$ cat config.mk
export PLATFORM = sky130hd
export DESIGN_NAME = keyed_window_watchdog
export DESIGN_NICKNAME = d
export VERILOG_FILES = /design/src/rtl/wdk_pkg.sv /design/src/rtl/wdk_ctrl.sv /design/src/rtl/wdk_counter.sv /design/src/rtl/wdk_key.sv /design/src/rtl/keyed_window_watchdog.sv
export SDC_FILE = /design/constraint.sdc
export NUM_CORES = 1
export LEC_CHECK = 0
export ABC_AREA = 1
export BUFFER_PORTS_ARGS = -buffer_cell sky130_fd_sc_hd__buf_2
export CAP_MARGIN = 15
export CORE_MARGIN = 10
export CORE_UTILIZATION = 57
export DETAILED_ROUTE_END_ITERATION = 8
export PLACE_DENSITY = 0.81
export SKIP_LAST_GASP = 1
export SLEW_MARGIN = 10
export SYNTH_ARGS = -nofsm -noshare
export SYNTH_HDL_FRONTEND = slang
export SYNTH_HIERARCHICAL = 1
export SYNTH_SLANG_ARGS = --single-unit
$ cat constraint.sdc
create_clock -name clk -period 3.3 [get_ports clk]
set_clock_uncertainty 0.05 [all_clocks]
set_input_delay 0.66 -clock clk [delete_from_list [all_inputs] [get_ports clk]]
set_output_delay 0.66 -clock clk [all_outputs]
set_load 0.03 [all_outputs]
$ cat src/rtl/wdk_pkg.sv
package wdk_pkg;

    typedef struct packed {
        logic       wait_halt;
        logic       stop_run;
        logic       window;
        logic [2:0] sel;
    } wdk_ctl_t;

    localparam int unsigned CTL_W = $bits(wdk_ctl_t);

    localparam logic [7:0] KEY_ARM  = 8'h55;
    localparam logic [7:0] KEY_FIRE = 8'hAA;

    // log2 of the full-size period for each select value
    function automatic logic [4:0] sel_exp(input logic [2:0] sel);
        case (sel)
            3'd1:    sel_exp = 5'd14;
            3'd2:    sel_exp = 5'd16;
            3'd3:    sel_exp = 5'd18;
            3'd4:    sel_exp = 5'd20;
            3'd5:    sel_exp = 5'd22;
            3'd6:    sel_exp = 5'd23;
            default: sel_exp = 5'd24;
        endcase
    endfunction

endpackage

$ cat src/rtl/wdk_ctrl.sv
module wdk_ctrl
    import wdk_pkg::*;
#(
    parameter int unsigned CNT_W = 24,
    parameter int unsigned SCALE = 0
) (
    input  logic             clk,
    input  logic             rst_n,
    input  logic             ctl_wr,
    input  logic [CTL_W-1:0] ctl_wdata,
    input  logic             stop_mode,
    input  logic             wait_mode,
    output logic             enabled,
    output logic             window_en,
    output logic             run,
    output logic [CNT_W-1:0] last_cnt,
    output logic [CNT_W-1:0] win_start
);

    typedef struct packed {
        wdk_ctl_t ctl;
    } ctrl_state_t;

    ctrl_state_t s_d, s_q;
    logic [4:0]   shamt;
    logic [CNT_W:0] per_full;

    always_comb begin
        s_d = s_q;
        if (ctl_wr) begin
            s_d.ctl = wdk_ctl_t'(ctl_wdata);
        end
    end

    always_ff @(posedge clk or negedge rst_n) begin
        if (!rst_n) begin
            s_q <= '0;
        end else begin
            s_q <= s_d;
        end
    end

    always_comb begin
        shamt     = sel_exp(s_q.ctl.sel) - 5'(SCALE);
        per_full  = {{CNT_W{1'b0}}, 1'b1} << shamt;
        last_cnt  = per_full[CNT_W-1:0] - {{(CNT_W-1){1'b0}}, 1'b1};
        win_start = per_full[CNT_W-1:0] - per_full[CNT_W:2];
        enabled   = (s_q.ctl.sel != 3'd0);
        window_en = s_q.ctl.window;
        run       = enabled
                  && !(stop_mode && !s_q.ctl.stop_run)
                  && !(wait_mode && s_q.ctl.wait_halt);
    end

    AST_RUN_NEEDS_ON: assert property (@(posedge clk) disable iff (!rst_n)
        run |-> enabled) else $error("run while off");

endmodule

$ cat src/rtl/wdk_counter.sv
module wdk_counter #(
    parameter int unsigned CNT_W = 24
) (
    input  logic             clk,
    input  logic             rst_n,
    input  logic             enabled,
    input  logic             run,
    input  logic [CNT_W-1:0] last_cnt,
    input  logic [CNT_W-1:0] win_start,
    input  logic             kick,
    input  logic             bad,
    output logic             win_open,
    output logic             timeout,
    output logic             rst_req
);

    typedef struct packed {
        logic [CNT_W-1:0] cnt;
        logic             rst;
    } cnt_state_t;

    cnt_state_t s_d, s_q;

    always_comb begin
        s_d      = s_q;
        timeout  = run && (s_q.cnt >= last_cnt);
        win_open = (s_q.cnt >= win_start);
        s_d.rst  = bad || timeout;
        if (!enabled || bad || timeout || kick) begin
            s_d.cnt = '0;
        end else if (run) begin
            s_d.cnt = s_q.cnt + {{(CNT_W-1){1'b0}}, 1'b1};
        end
    end

    always_ff @(posedge clk or negedge rst_n) begin
        if (!rst_n) begin
            s_q <= '0;
        end else begin
            s_q <= s_d;
        end
    end

    assign rst_req = s_q.rst;

    AST_CNT_CLEARED: assert property (@(posedge clk) disable iff (!rst_n)
        s_q.rst |-> (s_q.cnt == '0)) else $error("count kept on reset");
    AST_OFF_IDLE: assert property (@(posedge clk) disable iff (!rst_n)
        !enabled |=> (s_q.cnt == '0)) else $error("count while off");
    AST_FROZEN: assert property (@(posedge clk) disable iff (!rst_n)
        (enabled && !run && !kick && !bad) |=> $stable(s_q.cnt)) else $error("count moved while halted");
    AST_KICK_CLEARS: assert property (@(posedge clk) disable iff (!rst_n)
        kick |=> (s_q.cnt == '0)) else $error("restart lost");

endmodule

$ cat src/rtl/wdk_key.sv
module wdk_key
    import wdk_pkg::*;
(
    input  logic       clk,
    input  logic       rst_n,
    input  logic       svc_wr,
    input  logic [7:0] svc_wdata,
    input  logic       enabled,
    input  logic       window_en,
    input  logic       win_open,
    input  logic       timeout,
    output logic       kick,
    output logic       bad
);

    typedef struct packed {
        logic armed;
    } key_state_t;

    key_state_t s_d, s_q;
    logic is_arm, is_fire;

    always_comb begin
        s_d     = s_q;
        kick    = 1'b0;
        bad     = 1'b0;
        is_arm  = (svc_wdata == KEY_ARM);
        is_fire = (svc_wdata == KEY_FIRE);
        if (!enabled) begin
            s_d.armed = 1'b0;
        end else if (svc_wr) begin
            if (!is_arm && !is_fire) begin
                bad = 1'b1;
            end else if (window_en && !win_open) begin
                bad = 1'b1;
            end else if (is_fire && !s_q.armed && window_en) begin
                bad = 1'b1;
            end else if (is_arm) begin
                s_d.armed = 1'b1;
            end else if (s_q.armed) begin
                kick      = 1'b1;
                s_d.armed = 1'b0;
            end
        end
        if (bad || timeout) begin
            s_d.armed = 1'b0;
        end
    end

    always_ff @(posedge clk or negedge rst_n) begin
        if (!rst_n) begin
            s_q <= '0;
        end else begin
            s_q <= s_d;
        end
    end

    AST_ARM_DROP: assert property (@(posedge clk) disable iff (!rst_n)
        (bad || timeout) |=> !s_q.armed) else $error("pending key survived reset");
    AST_KICK_ARMED: assert property (@(posedge clk) disable iff (!rst_n)
        kick |-> s_q.armed) else $error("restart without arm key");

endmodule

$ cat src/rtl/keyed_window_watchdog.sv
module keyed_window_watchdog
    import wdk_pkg::*;
#(
    parameter int unsigned CNT_W = 24,
    parameter int unsigned SCALE = 0
) (
    input  logic             clk,
    input  logic             rst_n,
    input  logic             ctl_wr,
    input  logic [CTL_W-1:0] ctl_wdata,
    input  logic             svc_wr,
    input  logic [7:0]       svc_wdata,
    output logic [7:0]       svc_rdata,
    input  logic             stop_mode,
    input  logic             wait_mode,
    output logic             rst_req
);

    logic             enabled;
    logic             window_en;
    logic             run;
    logic [CNT_W-1:0] last_cnt;
    logic [CNT_W-1:0] win_start;
    logic             win_open;
    logic             timeout;
    logic             kick;
    logic             bad;

    wdk_ctrl #(.CNT_W(CNT_W), .SCALE(SCALE)) i_ctrl (
        .clk       (clk),
        .rst_n     (rst_n),
        .ctl_wr    (ctl_wr),
        .ctl_wdata (ctl_wdata),
        .stop_mode (stop_mode),
        .wait_mode (wait_mode),
        .enabled   (enabled),
        .window_en (window_en),
        .run       (run),
        .last_cnt  (last_cnt),
        .win_start (win_start)
    );

    wdk_key i_key (
        .clk       (clk),
        .rst_n     (rst_n),
        .svc_wr    (svc_wr),
        .svc_wdata (svc_wdata),
        .enabled   (enabled),
        .window_en (window_en),
        .win_open  (win_open),
        .timeout   (timeout),
        .kick      (kick),
        .bad       (bad)
    );

    wdk_counter #(.CNT_W(CNT_W)) i_counter (
        .clk       (clk),
        .rst_n     (rst_n),
        .enabled   (enabled),
        .run       (run),
        .last_cnt  (last_cnt),
        .win_start (win_start),
        .kick      (kick),
        .bad       (bad),
        .win_open  (win_open),
        .timeout   (timeout),
        .rst_req   (rst_req)
    );

    assign svc_rdata = 8'h00;

    AST_OFF_QUIET: assert property (@(posedge clk) disable iff (!rst_n)
        !$past(enabled) |-> !rst_req) else $error("reset while off");
    AST_BAD_BYTE: assert property (@(posedge clk) disable iff (!rst_n)
        (svc_wr && enabled && svc_wdata != KEY_ARM && svc_wdata != KEY_FIRE) |=> rst_req)
        else $error("foreign byte not punished");
    AST_EARLY_WIN: assert property (@(posedge clk) disable iff (!rst_n)
        (svc_wr && enabled && window_en && !win_open) |=> rst_req)
        else $error("early window write not punished");

endmodule

==> impl_metrics.ini <==
[status]
run_status = finished with violations
violations = setup timing

[placed_design]
detailed_place_hpwl_um = 10300
numPortBuffers = 20
dpl-instance-area_um2 = 5780
place_congestion = 0.917

[sta]
finalCritPeriodShare_pct = 116
finalHoldViolCount = 0
fin_ws_ns = -0.524
setup_viol_count_final = 26
peak_clock_frequency_supported_by_timing_mhz = 262
rsz0062_at_grt = yes
timing.slew.headroom_pct = 50.1
transition_time_at_the_pin_with_the_least_slew_margin_ns = 0.748
slew_violations = 0
min_period_ns = 3.82

[setup_path]
cp_slowest_cell = dfrtp_2
cell_family_contributing_the_most_delay_on_the_critical_path = simple AND/OR/NAND/NOR gates
critPathMostFrequentCell = inv_2
critPathKind = reg -> reg
crit_fanout = 8
reg2reg_slack_ns = -0.52
cp_data_arrival_time_ns = 3.99
r2r-end = i_counter/s_q[14]
reg2regPathDepth = 30
timing.critical_path.to_type = register
critical_path_required_ns = 3.47
startpoint_type = register
timing.rr.start = i_ctrl/s_q[1]
critical_path.n_buffers_inverters = 8
critical_path.max_stage_delay_ns = 0.46

[synthesis]
synth_edf_count = 0
seq_area_frac_synth_pct = 15.8
synthFlopType = dfrtp_1
synth_cells = 837
asyncSetResetFlopFracSynth_pct = 100
synth.avg_cell_area_um2 = 6.06
yosys_warnings = 6
ys_ff_latch = 32
synth.lib_cells_used.distinct = 42
syn-cell-area_um2 = 5080

[cts]
clkTransAtPathRegs_ns = 0.07
ctsLongestPathBuffers = 2
cts_max_level = 2
tritoncts_clock_tree = built
cts_made_buffers = 5
clock-sinks = 32
clk_latency_ns = 0.28
clk_root_buffer_cell = clkbuf_8

[final_layout]
synthToLayoutAreaGrowth_pct = 24.5
design.final.nets = 1036
layout-drive-gt1-share_pct = 22.4
multi_input_comb_area_um2 = 4030
finish.utilization_pct = 72.8
layout.area.seq_um2 = 805
fillCellCount = 715
insertedDiodeCount = 0
layout.cell_area.non_filler_um2 = 6320

[global_routing]
grt.met3_usage_pct = 2.99
grt_pass1_vias = 5148
grt.overflow.total = 0
grt_first_pass_wirelength_um = 22300
grt_start_max_net_pins = 33
globalRouteMet1Util_pct = 24.2
grt-busiest-layer = met2
antenna_found_initial = 0
globalRouteMet2Util_pct = 35.7
globalRouteTotalUtil_pct = 20.3

[detailed_routing]
routed_wl_um = 13700
viasPerCell = 5.11
routedWlPerCell_um = 13.0
detail_route.drc_violations = 0
drtIter0Drc = 358
vias = 5377
drtPass1Iterations = 5
drt.antenna.violating_nets = 0

[die]
chipHeight_um = 114
start_util_pct = 58.5
die_area_um2 = 13100
core_area_um2 = 8680
rows = 34
design.portCount = 29
die_width_um = 114

[power]
total_leakage_power_nw = 3.62
vdd_ir_drop_max_mv = 0.323
power-per-cell-area_nw_per_um2 = 267

[job]
timing.max_cap.violations = 0

[worst_hold_path]
holdCritPathClass = in -> async
## worst max-delay path by stage
stage | startpoint | to | cells after the start
3_5_place_dp | i_ctrl/s_q[0] | i_counter/s_q[1] | 30
4_1_cts | i_ctrl/s_q[1] | i_counter/s_q[24] | 28
5_1_grt | i_ctrl/s_q[1] | i_counter/s_q[11] | 30
6_report | i_ctrl/s_q[1] | i_counter/s_q[14] | 30
2_1_floorplan | i_ctrl/s_q[0] | i_counter/s_q[2] | 30
3_3_place_gp | i_ctrl/s_q[0] | i_counter/s_q[4] | 30
## sequential cells by signal (all words and copies together) (netlist names)
name	count
i_counter/s_q	24
i_ctrl/window_en	1
i_key/s_q	1
i_counter/rst_req	1
i_ctrl/s_q	5
## through the flow
step                TNS, ns  instances  setup slack, ns  hold WS, ns  power, mW
floorplan            -0.602        886          -0.0457        0.314       1.01
global placement      -9.11       1024           -0.388        0.443       1.16
detailed placement   -11.82       1024           -0.501        0.449       1.17
CTS                   -7.58       1048           -0.309        0.408       1.58
global route         -20.40       1052           -0.810        0.424       1.82
finish               -12.91       1052           -0.524        0.389       1.69
## area by class of cell
type / instances / share of cell area [%]
Multi-Input combinational cell: 643 / 63.8
Inverter: 185 / 11.0
Sequential cell: 32 / 12.7
Tap cell: 108 / 2.14
Clock buffer: 6 / 1.31
Clock inverter: 2 / 0.158
Timing Repair Buffer: 76 / 8.81
## repair_timing
action	CTS	global route
pin swaps	34	8
hold endpoints to repair	0	0
setup endpoints to repair	26	26
hold buffers	0	0
gates resized for setup	45	26
cloned	1	0
buffers inserted	15	4
## per-layer routing
layer / share of wire, % / up-vias
li1: - / 2711
met1: 43 / 2460
met2: 49 / 168
met3: 5.1 / 38
met4: 2.8 / 0
met5: 0 / -
## synth_stat cells, drive strengths merged (2+ instances only)
library cell / count / area (um2)
ha: 72 / 901
o211ai: 2 / 15.0
dfrtp: 32 / 801
inv: 185 / 694
or2: 2 / 12.5
mux2: 2 / 22.5
nor3: 5 / 30.0
o21ai: 19 / 98.9
nand4: 18 / 134
nand2: 257 / 985
o21bai: 4 / 33.8
xor2: 23 / 201
nand3b: 4 / 30.0
nand3: 35 / 210
clkbuf: 8 / 30.0
buf: 18 / 128
nor2: 98 / 433
a21oi: 34 / 170
conb: 3 / 11.3
nor4: 4 / 25.0
xnor2: 4 / 35.0
## power by group
group / leakage [nW] / switching (mW) / internal [mW] / total (mW)
sequential: 0.429 / 0.0169 / 0.405 / 0.422
combinational: 3.14 / 0.556 / 0.394 / 0.949
clock: 0.0510 / 0.148 / 0.166 / 0.315
## cells in the final DEF (no fill, tap or decap), drive strengths merged
master,netlist,layout
buf,18,76
nand4,18,18
o21bai,4,4
nor4,4,4
o211ai,2,2
mux2i,1,1
o21ai,19,19
nand2,257,257
ha,72,72
dfrtp,32,32
clkbuf,8,6
a21boi,1,1
mux2,2,2
a31o,1,1
xnor2,4,4
nand3,35,35
o22ai,1,1
inv,185,185
nor3,5,5
fa,1,1
a221oi,1,1
clkinv,0,2
a21o,1,1
a21oi,34,34
xor2,23,23
nand3b,4,4
and2,1,1
nor2,98,98
or2,2,2
conb,3,52
## logic make-up (layout without fill, tap and decap cells)
kind of cell,count (synthesis),count (layout),synth area share (%)
AOI/OAI and AO/OA,64,64,7.03
xor gates and xnor gates,27,27,4.66
adders and majority gates,73,73,18.1
buffers and inverters,211,269,16.8
DFF,32,32,15.8
muxes,3,3,0.641
other,3,52,0.222
and+or+nand+nor,424,424,36.8
(Power assumes the default switching activity.)
